==> config.mk <==
export PLATFORM = sky130hd
export DESIGN_NAME = clkgear_unit
export DESIGN_NICKNAME = d
export VERILOG_FILES = /design/src/rtl/clkgear_pkg.sv /design/src/rtl/clkgear_regs.sv /design/src/rtl/clkgear_div.sv /design/src/rtl/clkgear_pin.sv /design/src/rtl/clkgear_unit.sv
export SDC_FILE = /design/constraint.sdc
export NUM_CORES = 1
export LEC_CHECK = 0
export ABC_AREA = 1
export BUFFER_PORTS_ARGS = -buffer_cell sky130_fd_sc_hd__buf_4
export CAP_MARGIN = 20
export CORE_ASPECT_RATIO = 0.7
export CORE_MARGIN = 3
export CORE_UTILIZATION = 49
export DETAILED_ROUTE_END_ITERATION = 8
export PLACE_DENSITY_LB_ADDON = 0.25
export SYNTH_ARGS = -nofsm -noshare
export SYNTH_HDL_FRONTEND = slang
export SYNTH_SLANG_ARGS = --single-unit
==> constraint.sdc <==
create_clock -name clk -period 2.3 [get_ports clk]
set_input_delay 0.46 -clock clk [delete_from_list [all_inputs] [get_ports clk]]
set_output_delay 0.46 -clock clk [all_outputs]
set_load 0.01 [all_outputs]
==> src/rtl/clkgear_pkg.sv <==
package clkgear_pkg;
  localparam int GEAR_W   = 3;
  localparam int MAX_GEAR = 4;
  localparam int CNT_W    = MAX_GEAR + 1;

  typedef logic [GEAR_W-1:0] gear_t;
  typedef logic [CNT_W-1:0]  gcnt_t;

  // a code names a usable ratio only up to MAX_GEAR
  function automatic logic gear_code_ok(input gear_t code);
    return code <= gear_t'(MAX_GEAR);
  endfunction

  // last counter value of one system period (2 << g base ticks)
  function automatic gcnt_t sys_last(input gear_t g);
    logic [CNT_W:0] span;
    span = {{CNT_W{1'b0}}, 1'b1} << (g + gear_t'(1));
    span = span - {{CNT_W{1'b0}}, 1'b1};
    return span[CNT_W-1:0];
  endfunction

  // low-bit mask marking the end of one geared period (1 << g base ticks)
  function automatic gcnt_t gear_mask(input gear_t g);
    logic [CNT_W:0] span;
    span = {{CNT_W{1'b0}}, 1'b1} << g;
    span = span - {{CNT_W{1'b0}}, 1'b1};
    return span[CNT_W-1:0];
  endfunction
endpackage

==> src/rtl/clkgear_regs.sv <==
module clkgear_regs
  import clkgear_pkg::*;
#(
  parameter int ADDR_W    = 8,
  parameter int DATA_W    = 8,
  parameter logic [ADDR_W-1:0] CTRL_ADDR = 8'hE1,
  parameter logic [ADDR_W-1:0] PIN_ADDR  = 8'hE2
) (
  input  logic              clk,
  input  logic              rst_n,
  input  logic              wr_en,
  input  logic [ADDR_W-1:0] wr_addr,
  input  logic [DATA_W-1:0] wr_data,
  input  logic              wrap,
  output gear_t             pend_gear,
  output logic              pend_src,
  output logic              pending,
  output logic              pin_en,
  output logic              pin_sel
);
  localparam int SRC_BIT = GEAR_W;

  logic  ctrl_wr;
  logic  pin_wr;
  gear_t wr_code;
  logic  code_ok;

  assign ctrl_wr = wr_en && (wr_addr == CTRL_ADDR);
  assign pin_wr  = wr_en && (wr_addr == PIN_ADDR);
  assign wr_code = wr_data[GEAR_W-1:0];
  assign code_ok = gear_code_ok(wr_code);

  always_ff @(posedge clk or negedge rst_n) begin
    if (!rst_n) begin
      pend_gear <= '0;
      pend_src  <= 1'b0;
      pending   <= 1'b0;
    end else if (ctrl_wr) begin
      pend_src <= wr_data[SRC_BIT];
      if (code_ok) pend_gear <= wr_code;
      pending <= 1'b1;
    end else if (wrap) begin
      pending <= 1'b0;
    end
  end

  always_ff @(posedge clk or negedge rst_n) begin
    if (!rst_n) begin
      pin_en  <= 1'b0;
      pin_sel <= 1'b0;
    end else if (pin_wr) begin
      pin_sel <= wr_data[0];
      pin_en  <= wr_data[1];
    end
  end


  pend_fall_chk: assert property (@(posedge clk) disable iff (!rst_n)
    $fell(pending) |-> $past(wrap));

  pend_set_chk: assert property (@(posedge clk) disable iff (!rst_n)
    ctrl_wr |=> pending);

  rsvd_keep_chk: assert property (@(posedge clk) disable iff (!rst_n)
    (ctrl_wr && !code_ok) |=> $stable(pend_gear));
endmodule

==> src/rtl/clkgear_div.sv <==
module clkgear_div
  import clkgear_pkg::*;
(
  input  logic  clk,
  input  logic  rst_n,
  input  logic  slow_tick,
  input  gear_t pend_gear,
  input  logic  pend_src,
  input  logic  pending,
  output logic  wrap,
  output logic  gear_tick,
  output logic  sys_tick
);
  gcnt_t cnt;
  gear_t act_gear;
  logic  act_src;
  logic  base_tick;
  logic  at_last;
  logic  gear_hit;
  gcnt_t mask;

  assign base_tick = act_src ? slow_tick : 1'b1;
  assign at_last   = (cnt == sys_last(act_gear));
  assign wrap      = base_tick && at_last;
  assign mask      = gear_mask(act_gear);
  assign gear_hit  = base_tick && ((cnt & mask) == mask);

  always_ff @(posedge clk or negedge rst_n) begin
    if (!rst_n) begin
      cnt       <= '0;
      act_gear  <= '0;
      act_src   <= 1'b0;
      gear_tick <= 1'b0;
      sys_tick  <= 1'b0;
    end else begin
      gear_tick <= gear_hit;
      sys_tick  <= wrap;
      if (wrap) begin
        cnt <= '0;
        if (pending) begin
          act_gear <= pend_gear;
          act_src  <= pend_src;
        end
      end else if (base_tick) begin
        cnt <= cnt + gcnt_t'(1);
      end
    end
  end


  act_valid_chk: assert property (@(posedge clk) disable iff (!rst_n)
    gear_code_ok(act_gear));

  change_at_wrap_chk: assert property (@(posedge clk) disable iff (!rst_n)
    !$stable(act_gear) |-> $past(wrap));

  sys_isolated_chk: assert property (@(posedge clk) disable iff (!rst_n)
    sys_tick |=> !sys_tick);

  sys_with_gear_chk: assert property (@(posedge clk) disable iff (!rst_n)
    sys_tick |-> gear_tick);
endmodule

==> src/rtl/clkgear_pin.sv <==
module clkgear_pin (
  input  logic       clk,
  input  logic       rst_n,
  input  logic       slow_tick,
  input  logic       sys_tick,
  input  logic       pin_en,
  input  logic       pin_sel,
  input  logic [1:0] pwr_mode,
  output logic       clk_out
);
  logic deep;
  logic edge_src;

  assign deep     = (pwr_mode == 2'b10) || (pwr_mode == 2'b11);
  assign edge_src = pin_sel ? sys_tick : slow_tick;

  always_ff @(posedge clk or negedge rst_n) begin
    if (!rst_n)        clk_out <= 1'b0;
    else if (!pin_en)  clk_out <= 1'b0;
    else if (deep)     clk_out <= clk_out;
    else if (edge_src) clk_out <= ~clk_out;
  end


  deep_freeze_chk: assert property (@(posedge clk) disable iff (!rst_n)
    (pin_en && deep) |=> (!pin_en || $stable(clk_out)));

  pin_off_chk: assert property (@(posedge clk) disable iff (!rst_n)
    !pin_en |=> !clk_out);
endmodule

==> src/rtl/clkgear_unit.sv <==
module clkgear_unit
  import clkgear_pkg::*;
#(
  parameter int ADDR_W = 8,
  parameter int DATA_W = 8,
  parameter logic [ADDR_W-1:0] CTRL_ADDR = 8'hE1,
  parameter logic [ADDR_W-1:0] PIN_ADDR  = 8'hE2
) (
  input  logic              clk,
  input  logic              rst_n,
  input  logic              slow_tick,
  input  logic              wr_en,
  input  logic [ADDR_W-1:0] wr_addr,
  input  logic [DATA_W-1:0] wr_data,
  input  logic [1:0]        pwr_mode,
  output logic              gear_tick,
  output logic              sys_tick,
  output logic              gear_pending,
  output logic              clk_out
);
  gear_t pend_gear;
  logic  pend_src;
  logic  wrap;
  logic  pin_en;
  logic  pin_sel;

  clkgear_regs #(
    .ADDR_W(ADDR_W), .DATA_W(DATA_W),
    .CTRL_ADDR(CTRL_ADDR), .PIN_ADDR(PIN_ADDR)
  ) u_regs (
    .clk(clk), .rst_n(rst_n), .wr_en(wr_en), .wr_addr(wr_addr),
    .wr_data(wr_data), .wrap(wrap), .pend_gear(pend_gear),
    .pend_src(pend_src), .pending(gear_pending),
    .pin_en(pin_en), .pin_sel(pin_sel)
  );

  clkgear_div u_div (
    .clk(clk), .rst_n(rst_n), .slow_tick(slow_tick),
    .pend_gear(pend_gear), .pend_src(pend_src), .pending(gear_pending),
    .wrap(wrap), .gear_tick(gear_tick), .sys_tick(sys_tick)
  );

  clkgear_pin u_pin (
    .clk(clk), .rst_n(rst_n), .slow_tick(slow_tick), .sys_tick(sys_tick),
    .pin_en(pin_en), .pin_sel(pin_sel), .pwr_mode(pwr_mode),
    .clk_out(clk_out)
  );
endmodule

Word level (Yosys, flattened, before mapping):

Cells that the tools add are included.

* output and inout bits: 4
* bits of input ports: 22
* register bits: 19

* $lt $le $gt $ge: 1
* reduce and logical (&&, ||, !) cells: 10
* shifts and indexed selects: 2
* equal/unequal tests: 8
* $add $sub $neg: 4
* bitwise logic cells: 2
* multiplexer cells: 9

Operators by type and width (count)
* == test 8 bit (second input constant): 2
* == test 5 bit: 2
* two-way mux 5 bit: 2
* left shift 1 x 3 -> 5 bit (first input constant): 2
* subtractor 5 x 1 -> 5 bit (second input constant): 2
* two-way mux 1 bit: 7
* AND reduction 2 bit: 3
* adder 5 x 1 -> 5 bit (second input constant): 1
* AND 5 bit: 1
* == test 2 bit (second input constant): 2
* logical AND 1 bit: 4
* nonzero test 2 bit: 2
* adder 3 x 1 -> 3 bit (second input constant): 1
* less-or-equal comparator 3 bit (second input constant): 1
* != test 2 x 1 -> 1 bit (second input constant): 1
* != test 2 bit (second input constant): 1
* logical OR 1 bit: 1
* NOT 1 bit: 1

Logic depth before layout (Yosys ltp):

Gate-level depths: netlist of the first run.

* word-level depth: 7
* mapped depth: 17
* gate-level depth less buffers: 15

By module:

Synthesis of the first run repeated with hierarchy kept, for this count alone.

* cells, all modules: 186
* area, all modules: 1341.3 um^2

By module, submodules not included
* clkgear_div: cells each 130, area an instance 887.1 um^2, sequential area each 275.3 um^2, times used 1
* clkgear_regs: cells each 44, area an instance 377.9 um^2, sequential area each 175.2 um^2, times used 1
* clkgear_pin: cells each 12, area an instance 76.3 um^2, sequential area each 25.0 um^2, times used 1

Worst setup path after synthesis of the first run:

Ideal clock, no wire load.

* kind: register to register
* start: reg u_div.act_gear[0]
* end: reg u_regs.pending
* arrival time: 2112 ps
* cell stages (with the launch flop): 18
* data required time: 2180 ps
* slack: 68 ps
* clock period less this slack: 2232 ps
* cell sequence: dfrtp_1 -> buf_6 -> nand2_2 -> inv_1 -> ha_1 -> buf_4 -> nand3_2 -> ha_1 -> nand2_1 -> nand2_1 -> inv_1 -> nand3_1 -> nor2_1 -> nand2_1 -> nor2_4 -> nand2_4 -> nand2_1 -> nand2_1

* longest elaborated chain between the ends: 6

RTL lines
* from (decl): RTL line clkgear_div.sv:15 `gear_t act_gear;`
* from (signal assigned): RTL line clkgear_div.sv:41 `act_gear <= pend_gear;`
* adder 3 x 1 -> 3 bit: RTL line clkgear_pkg.sv:17 `span = {{CNT_W{1'b0}}, 1'b1} << (g + gear_t'(1));`
* left shift 1 x 3 -> 5 bit: RTL line clkgear_pkg.sv:17
* subtractor 5 x 1 -> 5 bit: RTL line clkgear_pkg.sv:18 `span = span - {{CNT_W{1'b0}}, 1'b1};`
* == test 5 bit: RTL line clkgear_div.sv:23 `assign at_last = (cnt == sys_last(act_gear));`
* logical AND 1 bit: RTL line clkgear_div.sv:24 `assign wrap = base_tick && at_last;`
* nonzero test 2 bit (no source line)
* to (signal assigned): RTL line clkgear_regs.sv:37 `pending <= 1'b0;`
* to (signal assigned): RTL line clkgear_regs.sv:41 `pending <= 1'b1;`
* to (signal assigned): RTL line clkgear_regs.sv:43 `pending <= 1'b0;`
* to (decl): RTL line clkgear_regs.sv:17 `output logic pending,`

Every way passes these cells.
A chain may end at the register's enable or synchronous reset.

Worst setup path after layout of the first run:

* start: reg u_div.act_gear[1]
* end: reg u_regs.pending

The elaborated chain is that of the path after synthesis.

==> results.json, run 1 <==
{
  "synthesis.nets": 199,
  "synth_common_cells": "nand2_1 (42), inv_1 (31), dfrtp_1 (19)",
  "synth_edf_count": 0,
  "worst_setup_path_start_kind": "flop",
  "netSwitchingFraction_pct": 38.1,
  "cp.arrival_ns": 2.30,
  "track_usage_pct": 20.6,
  "wl_um": 3130,
  "syn_avg_cell_area_um2": 7.39,
  "maxSlewViolCount": 0,
  "worstSkewPairLatency_ns": 0.25,
  "synth_fa_ha_area_share_pct": 3.91,
  "fin_cells": 235,
  "cpMostUsedCell": "nand2_1",
  "multi_input_area_um2": 704,
  "synthCells": 173,
  "synth_compound_area_share_pct": 6.95,
  "max_stage_delay_ns": 0.39,
  "hp-class": "primary input to asynchronous set/reset pin",
  "setup_viol": 0,
  "syn_area_um2": 1280,
  "drv_cap": 0,
  "synth_area_leaders": "dfrtp_1 (37%), nand2_1 (12%), inv_1 (9.1%)",
  "fin_ws_ns": 0.145,
  "drtAntennaViolNets": 0,
  "fmax_mhz": 464,
  "crit_fanout": 7,
  "crit_type": "flop to flop",
  "regMostFlops": "u_div.cnt",
  "worstPathRequired_ns": 2.44,
  "internal_power_uw": 693,
  "first_iter_violations": 65,
  "cp-end-kind": "flop",
  "hold_violations": 0,
  "synth_top_area_share_pct": 37.2,
  "yosysMostFrequentCell": "nand2_1",
  "netSwitchingPower_uw": 426,
  "post-place-ws_ns": 0.0201,
  "cts_tree": "yes",
  "synth_mux_area_share_pct": 0.881,
  "synth_largest_area_cell": "dfrtp_1",
  "synth_xor_area_share_pct": 2.74,
  "yosysWarnings": 0,
  "synthArstFlopShare_pct": 100,
  "min_period_over_period_pct": 93.7,
  "largest_reg_flops": 5,
  "wl_per_cell_um": 13.3,
  "vias": 1214,
  "cts.sinks": 19,
  "die_area_um2": 3270,
  "max-slew-margin-rel_pct": 63.3,
  "start_util_pct": 55.3,
  "reg_top3": "u_div.cnt (5), u_div.act_gear (3), u_regs.pend_gear (3)",
  "status": "completed",
  "cts_buffers": 3,
  "finClkSkew_ns": 0.00123,
  "leakagePower_nw": 0.855,
  "synthFlopType": "dfrtp_1",
  "fill_cells": 200,
  "drc": 0,
  "synthToLayoutAreaGrowth_pct": 24.9,
  "ys_seq_area_share_pct": 37.2,
  "crit_chain": "buf_4 > inv_2 > nand2_1 > inv_2 > nand2_2 > ha_4 > nand2_1 > nand2_1 > inv_1 > nand3_1 > nor2_1 > nand2_2 > nor2_4 > nand2_4 > nand2_1 > nand2_1",
  "ctsHoldBuffers": 0,
  "io_pins": 26,
  "regArea_um2": 475,
  "tightest_slew_ns": 0.549,
  "overflow": 0,
  "diodes": 0,
  "vdd_drop_max_mv": 0.536,
  "synth_seq_cells": 19,
  "grt_pass1_vias": 1130,
  "synth_simple_gate_area_share_pct": 37.5,
  "fin_nets": 230,
  "grt_max_degree": 20,
  "place_inst": 228,
  "fin_crit_ns": 2.15,
  "grt_first_pass_wirelength_um": 5130,
  "cellPowerDensity_nw_per_um2": 701,
  "globalplace.congestion": 0.876,
  "clockPowerShare_pct": 20.4,
  "num_rows": 14,
  "sequentialPowerShare_pct": 41.3,
  "clk_pin_slew_ns": 0.07,
  "die_x_um": 67.1,
  "drive_above_1_share_pct": 28.6,
  "crit_path_top_delay_cell": "dfrtp_1",
  "pwr-share-comb_pct": 38.3,
  "htreeDepth": 1,
  "clock-root-buffer": "clkbuf_8",
  "dp_hpwl_um": 2330,
  "clk_path_buf_depth": 2,
  "ys_types": 27,
  "synth_top_family_by_area": "simple AND/OR/NAND/NOR gates",
  "routed_via_density": 5.17,
  "portBuffers": 20,
  "first_pass_iters": 4,
  "antenna_found_initial": 0,
  "die_h_um": 48.7,
  "core_um2": 2310
}
cells by family after synthesis:
| kind of cell | after synthesis |
|---|---|
| muxes | 1 |
| xor gates and xnor gates | 4 |
| and+or+nand+nor | 94 |
| AOI/OAI and AO/OA | 17 |
| adders and majority gates | 4 |
| buffers and inverters | 34 |
| DFF | 19 |
what timing repair did:
item	in CTS	in global routing
setup endpoints to repair	1	11
setup buffers	0	3
endpoints found under the hold margin	0	0
pin swaps	0	6
cloned	0	0
resized for setup	1	9
critical path: cells and delay by family, from the launching register on:
family                   cells  cell delay (ns)
adder cells (fa/ha/maj)      1             0.24
flip-flops                   1             0.39
buffers and inverters        4             0.40
AND/OR/NAND/NOR             11             1.01
final timing paths:
kind / startpoint / to / slack, ns / cells after the start
hold / removal: rst_n / u_regs.pin_en / 0.07 / 1
max in group asynchronous: rst_n / u_div.cnt[1] / 2.03 / 1
setup / recovery: u_div.act_gear[1] / u_regs.pending / 0.15 / 16
min in group clk: wr_data[3] / u_regs.pend_src / 0.44 / 2
setup reg to reg: u_div.act_gear[1] / u_regs.pending / 0.15 / 16
hold reg to reg: u_regs.pin_en / u_regs.pin_en / 0.48 / 2
power by group through the flow:
stage	clock network, mW	logic, mW	registers (mW)
final	0.228	0.429	0.463
after global routing	0.252	0.482	0.476
after CTS	0.234	0.419	0.461
after detailed placement	0	0.412	0.467
after global placement	0	0.392	0.464
after floorplan	0	0.314	0.448
layer usage:
| metal | vias to the layer above | part of all wire (%) | GRT usage (%) |
|---|---|---|---|
| met4 | 0 | 0.93 | 4.38 |
| met1 | 567 | 47 | 28.8 |
| met5 | - | 0 | 0 |
| met2 | 33 | 46 | 32.1 |
| li1 | 610 | - | - |
| met3 | 4 | 6.3 | 5.09 |
cells in the final DEF, fill, tap and decap left out, types with 4 or more instances in the layout:
cell,synthesis,layout
o21ai_0,11,11
inv_2,1,4
nand3_1,11,11
nand4_1,6,6
inv_1,31,28
nor3_1,4,4
nand2_1,42,39
dfrtp_1,19,19
nor2_1,13,13
buf_4,1,28
nand2_2,3,6
through the flow:
| stage | utilization (%) | power (mW) | hold WS, ns | instance area, µm² | setup TNS, ns |
|---|---|---|---|---|---|
| after CTS | 66.5 | 1.11 | 0.0727 | 1540 | 0 |
| after global placement | 64.3 | 0.856 | 0.340 | 1490 | 0 |
| after global routing | 69.0 | 1.21 | 0.0748 | 1600 | -0.0474 |
| after detailed placement | 64.3 | 0.880 | 0.349 | 1490 | 0 |
| final | 69.0 | 1.12 | 0.0673 | 1600 | 0 |
| after floorplan | - | 0.763 | 0.164 | 1280 | 0 |
layout make-up:
cell class                 instances  share of cell area [%]
sequential                        19                    29.8
clock inverter                     1                   0.313
multi-input combinational        120                    44.1
inverter                          32                    7.52
timing repair buffer              28                    13.2
clock buffer                       3                    2.59
tap                               32                    2.51
Power figures use the tool's default switching activity.
==> inputs of run 2 (changes only) <==
--- a/config.mk
+++ b/config.mk
@@ -10,9 +10,11 @@
 export CAP_MARGIN = 20
 export CORE_ASPECT_RATIO = 0.7
 export CORE_MARGIN = 3
-export CORE_UTILIZATION = 49
+export CORE_UTILIZATION = 54
 export DETAILED_ROUTE_END_ITERATION = 8
+export MAX_ROUTING_LAYER = met4
 export PLACE_DENSITY_LB_ADDON = 0.25
+export SKIP_CTS_REPAIR_TIMING = 1
 export SYNTH_ARGS = -nofsm -noshare
 export SYNTH_HDL_FRONTEND = slang
 export SYNTH_SLANG_ARGS = --single-unit
==> constraint.sdc (replaced) <==
create_clock -name clk -period 2.2 [get_ports clk]
set_input_delay 0.44 -clock clk [delete_from_list [all_inputs] [get_ports clk]]
set_output_delay 0.44 -clock clk [all_outputs]
set_load 0.01 [all_outputs]
==> run 2 against run 1 <==
Effect of this change:
- sequential power rose by 5.4%
- cell count is 0.85% higher
- power increased by 1.7%
- sequential cell count unchanged
- count of clock-buffer cells in the layout is 1 higher
==> results.json, run 2 (synthesis gave the netlist of run 1 again) <==
{
  "portBuffers": 20,
  "cp-end-kind": "flop",
  "worstSkewPairLatency_ns": 0.30,
  "layout_commonest_cell": "nand2_1",
  "cpMostUsedCell": "nand2_2",
  "max_stage_delay_ns": 0.41,
  "fin_crit_ns": 2.12,
  "drtAntennaViolNets": 0,
  "clk_pin_slew_ns": 0.11,
  "cellPowerDensity_nw_per_um2": 702,
  "synthToLayoutAreaGrowth_pct": 26.8,
  "die_h_um": 46.7,
  "core_um2": 2190,
  "min_period_over_period_pct": 96.3,
  "holdPathStages": 2,
  "tightest_slew_ns": 0.563,
  "first_pass_iters": 4,
  "fill_cells": 174,
  "reg_top3": "u_div.cnt (5), u_div.act_gear (3), u_regs.pend_gear (3)",
  "hold_violations": 0,
  "drv_cap": 0,
  "wl_per_cell_um": 12.5,
  "start_util_pct": 58.4,
  "rrSetupSlack_ns": 0.08,
  "max-slew-margin-rel_pct": 62.3,
  "drive_above_1_share_pct": 32.7,
  "routed_via_density": 5.25,
  "leakagePower_nw": 0.862,
  "regMostFlops": "u_div.cnt",
  "wl_um": 2950,
  "crit_path_top_delay_cell": "dfrtp_1",
  "setup_viol": 0,
  "overflow": 0,
  "hp-class": "primary input to flop",
  "crit_type": "flop to flop",
  "num_rows": 14,
  "post-route-util_pct": 74.1,
  "setup_tns_ns": 0,
  "diodes": 0,
  "cts.sinks": 19,
  "hold_end": "u_regs.pend_src",
  "multi_input_area_um2": 732,
  "cts_buffers": 3,
  "antenna_found_initial": 0,
  "dp_hpwl_um": 2300,
  "largest_reg_flops": 5,
  "rsz0062_at_grt": "yes",
  "htreeDepth": 1,
  "die_area_um2": 3000,
  "clock-root-buffer": "clkbuf_4",
  "rr_worst_depth": 15,
  "fmax_mhz": 472,
  "crit_chain": "nand2_2 > inv_2 > ha_4 > nand3_4 > ha_4 > nand2_4 > nand2_2 > inv_2 > nand3_1 > nor2_1 > nand2_1 > nor2_4 > nand2_4 > nand2_2 > nand2_2",
  "reg2reg_from": "u_div.act_gear[1]",
  "globalplace.congestion": 0.878,
  "layout_common_cells": "nand2_1 (33), buf_4 (29), inv_1 (27)",
  "vias": 1244,
  "timing.rr.end": "u_div.cnt[1]",
  "clk_path_buf_depth": 2,
  "crit_fanout": 7,
  "die_x_um": 64.2,
  "vdd_drop_max_mv": 0.616,
  "fin_nets": 232,
  "cp.arrival_ns": 2.31,
  "finClkSkew_ns": 0.0127,
  "status": "completed",
  "first_iter_violations": 75,
  "regArea_um2": 475,
  "hold_start": "wr_data[3]",
  "maxSlewViolCount": 0,
  "grt_first_pass_wirelength_um": 4620,
  "track_usage_pct": 20.9,
  "io_pins": 26,
  "drc": 0,
  "worst_setup_path_start_kind": "flop",
  "cts_tree": "yes",
  "grt_pass1_vias": 1081,
  "worstPathRequired_ns": 2.39,
  "grt_max_degree": 20
}
-- run 2: cell types whose count changed in the layout (fill, tap and decap cells not counted), sizes merged --
cell and delta:
buf +1, clkbuf +1, clkinv -1, dlygate4sd3 +1
-- run 2: layout make-up --
cell class              instances  area share, %
flip-flops and latches         19           29.3
multi-input cells             120           45.1
well taps                      32           2.47
repair buffers                 30           14.0
clock buffers                   4           1.62
inverters                      32           7.41
-- run 2: per-stage QoR --
stage	power, mW	worst slack [ns]	std cells	cell area (µm²)	hold slack, ns
floorplan	0.803	0.00677	173	1310	0.144
global placement	0.899	0.0851	228	1510	0.318
detailed placement	0.923	-0.0127	228	1510	0.326
CTS	1.10	-0.0462	232	1540	-0.00535
global route	1.23	-0.0402	237	1620	0.381
finish	1.14	0.0805	237	1620	0.377
-- run 2: worst max-delay path by stage --
stage	endpoint	slack (ns)	startpoint
6_report	u_div.cnt[1]	0.08	u_div.act_gear[1]
5_1_grt	u_div.act_src	-0.04	u_div.act_gear[0]
4_1_cts	u_regs.pending	-0.05	u_div.act_gear[0]
3_5_place_dp	u_regs.pending	-0.01	u_div.act_gear[0]
3_3_place_gp	u_regs.pending	0.09	u_div.act_gear[0]
2_1_floorplan	u_regs.pending	0.007	u_div.act_gear[0]
-- run 2: critical path: cells and delay by family (launching register included) --
| kind | cells | cell delay, ns |
|---|---|---|
| fa+ha+maj | 2 | 0.55 |
| buf+inv | 2 | 0.10 |
| flops | 1 | 0.41 |
| simple gates | 11 | 0.94 |
-- run 2: metal layers --
layer,up-vias,track usage (%),share of wire (%)
li1,618,-,-
met1,595,25.7,46
met3,4,5.61,4.2
met5,-,-,0
met2,27,36.1,49
met4,0,2.94,0.54
-- run 2: where the power goes --
part	switching, mW	internal [mW]	total, mW
Clock	0.101	0.0706	0.171
Sequential	0.0777	0.411	0.488
Combinational	0.274	0.205	0.479
Total	0.452	0.686	1.14
==> inputs of run 3 (changes only) <==
--- a/config.mk
+++ b/config.mk
@@ -17,4 +17,5 @@
 export SKIP_CTS_REPAIR_TIMING = 1
 export SYNTH_ARGS = -nofsm -noshare
 export SYNTH_HDL_FRONTEND = slang
+export SYNTH_HIERARCHICAL = 1
 export SYNTH_SLANG_ARGS = --single-unit
==> run 3 against run 2 <==
Effect of this change:
- the run now ends with setup timing left
- sequential cell count did not move
- cell count rose by 7.2%
- fmax fell by 4.1%
- combinational power rose by 34%
- area after synthesis rose by 4.9%
- routed wire length rose by 7.9%
- critical path depth fell by 1
- first-iteration DRC count rose by 6.7%
- largest cell class unchanged
- largest power group is now combinational logic
- highest routed layer unchanged
==> results.json, run 3 <==
{
  "yosysWarnings": 6,
  "first_iter_violations": 80,
  "synth_common_cells": "nand2_1 (56), inv_1 (31), dfrtp_1 (19)",
  "synth_xor_area_share_pct": 1.96,
  "cpMostUsedCell": "nand2_1",
  "max-slew-margin-rel_pct": 73.5,
  "htreeDepth": 1,
  "fin_crit_ns": 2.21,
  "synth_area_leaders": "dfrtp_1 (35%), nand2_1 (16%), inv_1 (8.7%)",
  "drv_cap": 0,
  "min_period_over_period_pct": 100,
  "synthFlopType": "dfrtp_1",
  "synth_compound_area_share_pct": 3.82,
  "synthCells": 186,
  "start_util_pct": 59.4,
  "globalplace.congestion": 0.839,
  "cp.arrival_ns": 2.39,
  "synth_top_area_share_pct": 35.4,
  "place_area_um2": 1590,
  "core_um2": 2260,
  "reg_top3": "u_div/cnt (5), u_div/act_gear (3), u_regs/pend_gear (3)",
  "crit_chain": "nand2_4 > inv_4 > ha_4 > nand3_4 > ha_4 > inv_1 > nand2_1 > nand3_1 > nor2_1 > nand2_1 > nor2_4 > nand2_4 > nand2_2 > nand2_1",
  "fin_area_um2": 1720,
  "cts.sinks": 19,
  "tightest_slew_ns": 0.397,
  "die_x_um": 65.6,
  "syn_area_um2": 1340,
  "synthesis.nets": 212,
  "drtAntennaViolNets": 0,
  "clk_pin_slew_ns": 0.11,
  "ys_seq_area_share_pct": 35.4,
  "layout_commonest_cell": "nand2_1",
  "crit_path_top_delay_cell": "dfrtp_1",
  "fin_nets": 249,
  "worstPathRequired_ns": 2.39,
  "synth_seq_cells": 19,
  "vias": 1303,
  "portBuffers": 20,
  "leakagePower_nw": 0.934,
  "layout_common_cells": "nand2_1 (51), buf_4 (32), inv_1 (27)",
  "antenna_found_initial": 0,
  "rsz0062_at_grt": "yes",
  "synth_largest_area_cell": "dfrtp_1",
  "io_pins": 26,
  "first_pass_iters": 4,
  "cts_tree": "yes",
  "synth_simple_gate_area_share_pct": 44.7,
  "die_area_um2": 3130,
  "synth_edf_count": 0,
  "ys_types": 27,
  "post-place-ws_ns": -0.0526,
  "dp_hpwl_um": 2460,
  "synthArstFlopShare_pct": 100,
  "fill_cells": 169,
  "largest_reg_flops": 5,
  "max_stage_delay_ns": 0.44,
  "yosysMostFrequentCell": "nand2_1",
  "worstSkewPairLatency_ns": 0.29,
  "setup_viol": 1,
  "violations": "setup timing",
  "routed_via_density": 5.13,
  "cp-end-kind": "flop",
  "diodes": 0,
  "maxSlewViolCount": 0,
  "status": "finished with violations",
  "synth_fa_ha_area_share_pct": 3.73,
  "worst_setup_path_start_kind": "flop",
  "clock-root-buffer": "clkbuf_4",
  "drc": 0,
  "syn_avg_cell_area_um2": 7.21,
  "finClkSkew_ns": 0.0106,
  "hp-class": "primary input to flop",
  "cts_buffers": 3,
  "vdd_drop_max_mv": 0.544,
  "synth_mux_area_share_pct": 0,
  "synthToLayoutAreaGrowth_pct": 28.5,
  "clk_path_buf_depth": 2,
  "crit_type": "flop to flop",
  "crit_fanout": 6,
  "fin_ws_ns": -0.00964,
  "cellPowerDensity_nw_per_um2": 772,
  "grt_max_degree": 20,
  "regMostFlops": "u_div/cnt",
  "hold_violations": 0,
  "track_usage_pct": 22.5,
  "wl_um": 3180,
  "grt_pass1_vias": 1176,
  "fmax_mhz": 453,
  "overflow": 0,
  "synth_top_family_by_area": "simple AND/OR/NAND/NOR gates",
  "die_h_um": 47.7,
  "grt_first_pass_wirelength_um": 5100,
  "drive_above_1_share_pct": 34.2,
  "wl_per_cell_um": 12.5,
  "num_rows": 14
}
==> run 3: cell types whose count changed after synthesis, sizes merged, moves of 3 or more <==
cell,delta
nand2,+17
nand3,+4
nand4,+3
nor2,+3
nor3,-3
o21ai,-5
==> run 3: area by class of cell <==
| class | instances | area, µm² | area share, % |
|---|---|---|---|
| multi-input combinational | 132 | 790 | 45.8 |
| timing repair buffer | 34 | 262 | 15.2 |
| inverter | 33 | 129 | 7.48 |
| tap | 32 | 40.0 | 2.32 |
| sequential | 19 | 475 | 27.6 |
| clock buffer | 3 | 22.5 | 1.31 |
| clock inverter | 1 | 5.00 | 0.290 |
==> run 3: layer usage <==
| layer | GRT usage, % | up-vias | wire, µm |
|---|---|---|---|
| li1 | - | 658 | - |
| met1 | 27.6 | 606 | 1400 |
| met2 | 39.0 | 37 | 1580 |
| met3 | 6.10 | 2 | 200 |
| met4 | 2.89 | 0 | 10 |
| met5 | - | - | 0 |
==> run 3: worst paths after layout <==
path,startpoint,end,slack [ns],cells after the start
max in group asynchronous,rst_n,u_regs/pend_gear[2],1.45,2
hold / removal,wr_data[3],u_regs/pend_src,0.36,3
setup reg to reg,u_div/act_gear[0],u_div/cnt[0],-0.01,14
hold reg to reg,u_regs/pend_src,u_regs/pend_src,0.51,2
setup / recovery,u_div/act_gear[0],u_div/cnt[0],-0.01,14
min in group asynchronous,rst_n,u_pin/clk_out,0.53,2
==> run 3: critical path, delay by kind of cell (launching register included) <==
kind / cells / cell delay, ns
adders and majority gates: 2 / 0.58
buffers and inverters: 2 / 0.08
DFF: 1 / 0.44
and+or+nand+nor: 10 / 0.98
==> run 3: kinds of logic after synthesis <==
| family | count (synthesis) |
|---|---|
| AO/OA/AOI/OAI | 9 |
| XOR/XNOR | 3 |
| adder cells (fa/ha/maj) | 4 |
| buffers and inverters | 35 |
| flip-flops | 19 |
| AND/OR/NAND/NOR | 116 |
==> run 3: through the flow <==
| step | power (mW) | setup TNS, ns | hold WS [ns] | utilization, % | cells |
|---|---|---|---|---|---|
| 2_1_floorplan | 0.916 | 0 | 0.144 | - | 186 |
| 3_3_place_gp | 1.05 | -0.00879 | 0.318 | 70.5 | 243 |
| 3_5_place_dp | 1.09 | -0.147 | 0.324 | 70.5 | 243 |
| 4_1_cts | 1.26 | -0.463 | -0.00669 | 71.8 | 247 |
| 5_1_grt | 1.45 | -0.810 | 0.371 | 76.2 | 254 |
| 6_report | 1.33 | -0.00964 | 0.365 | 76.2 | 254 |
==> run 3: report_power, final <==
part	internal [mW]	total, mW	leakage [nW]	switching [mW]
combinational	0.263	0.642	0.671	0.380
clock	0.0676	0.172	0.0177	0.104
sequential	0.424	0.515	0.246	0.0915
total	0.754	1.33	0.934	0.576
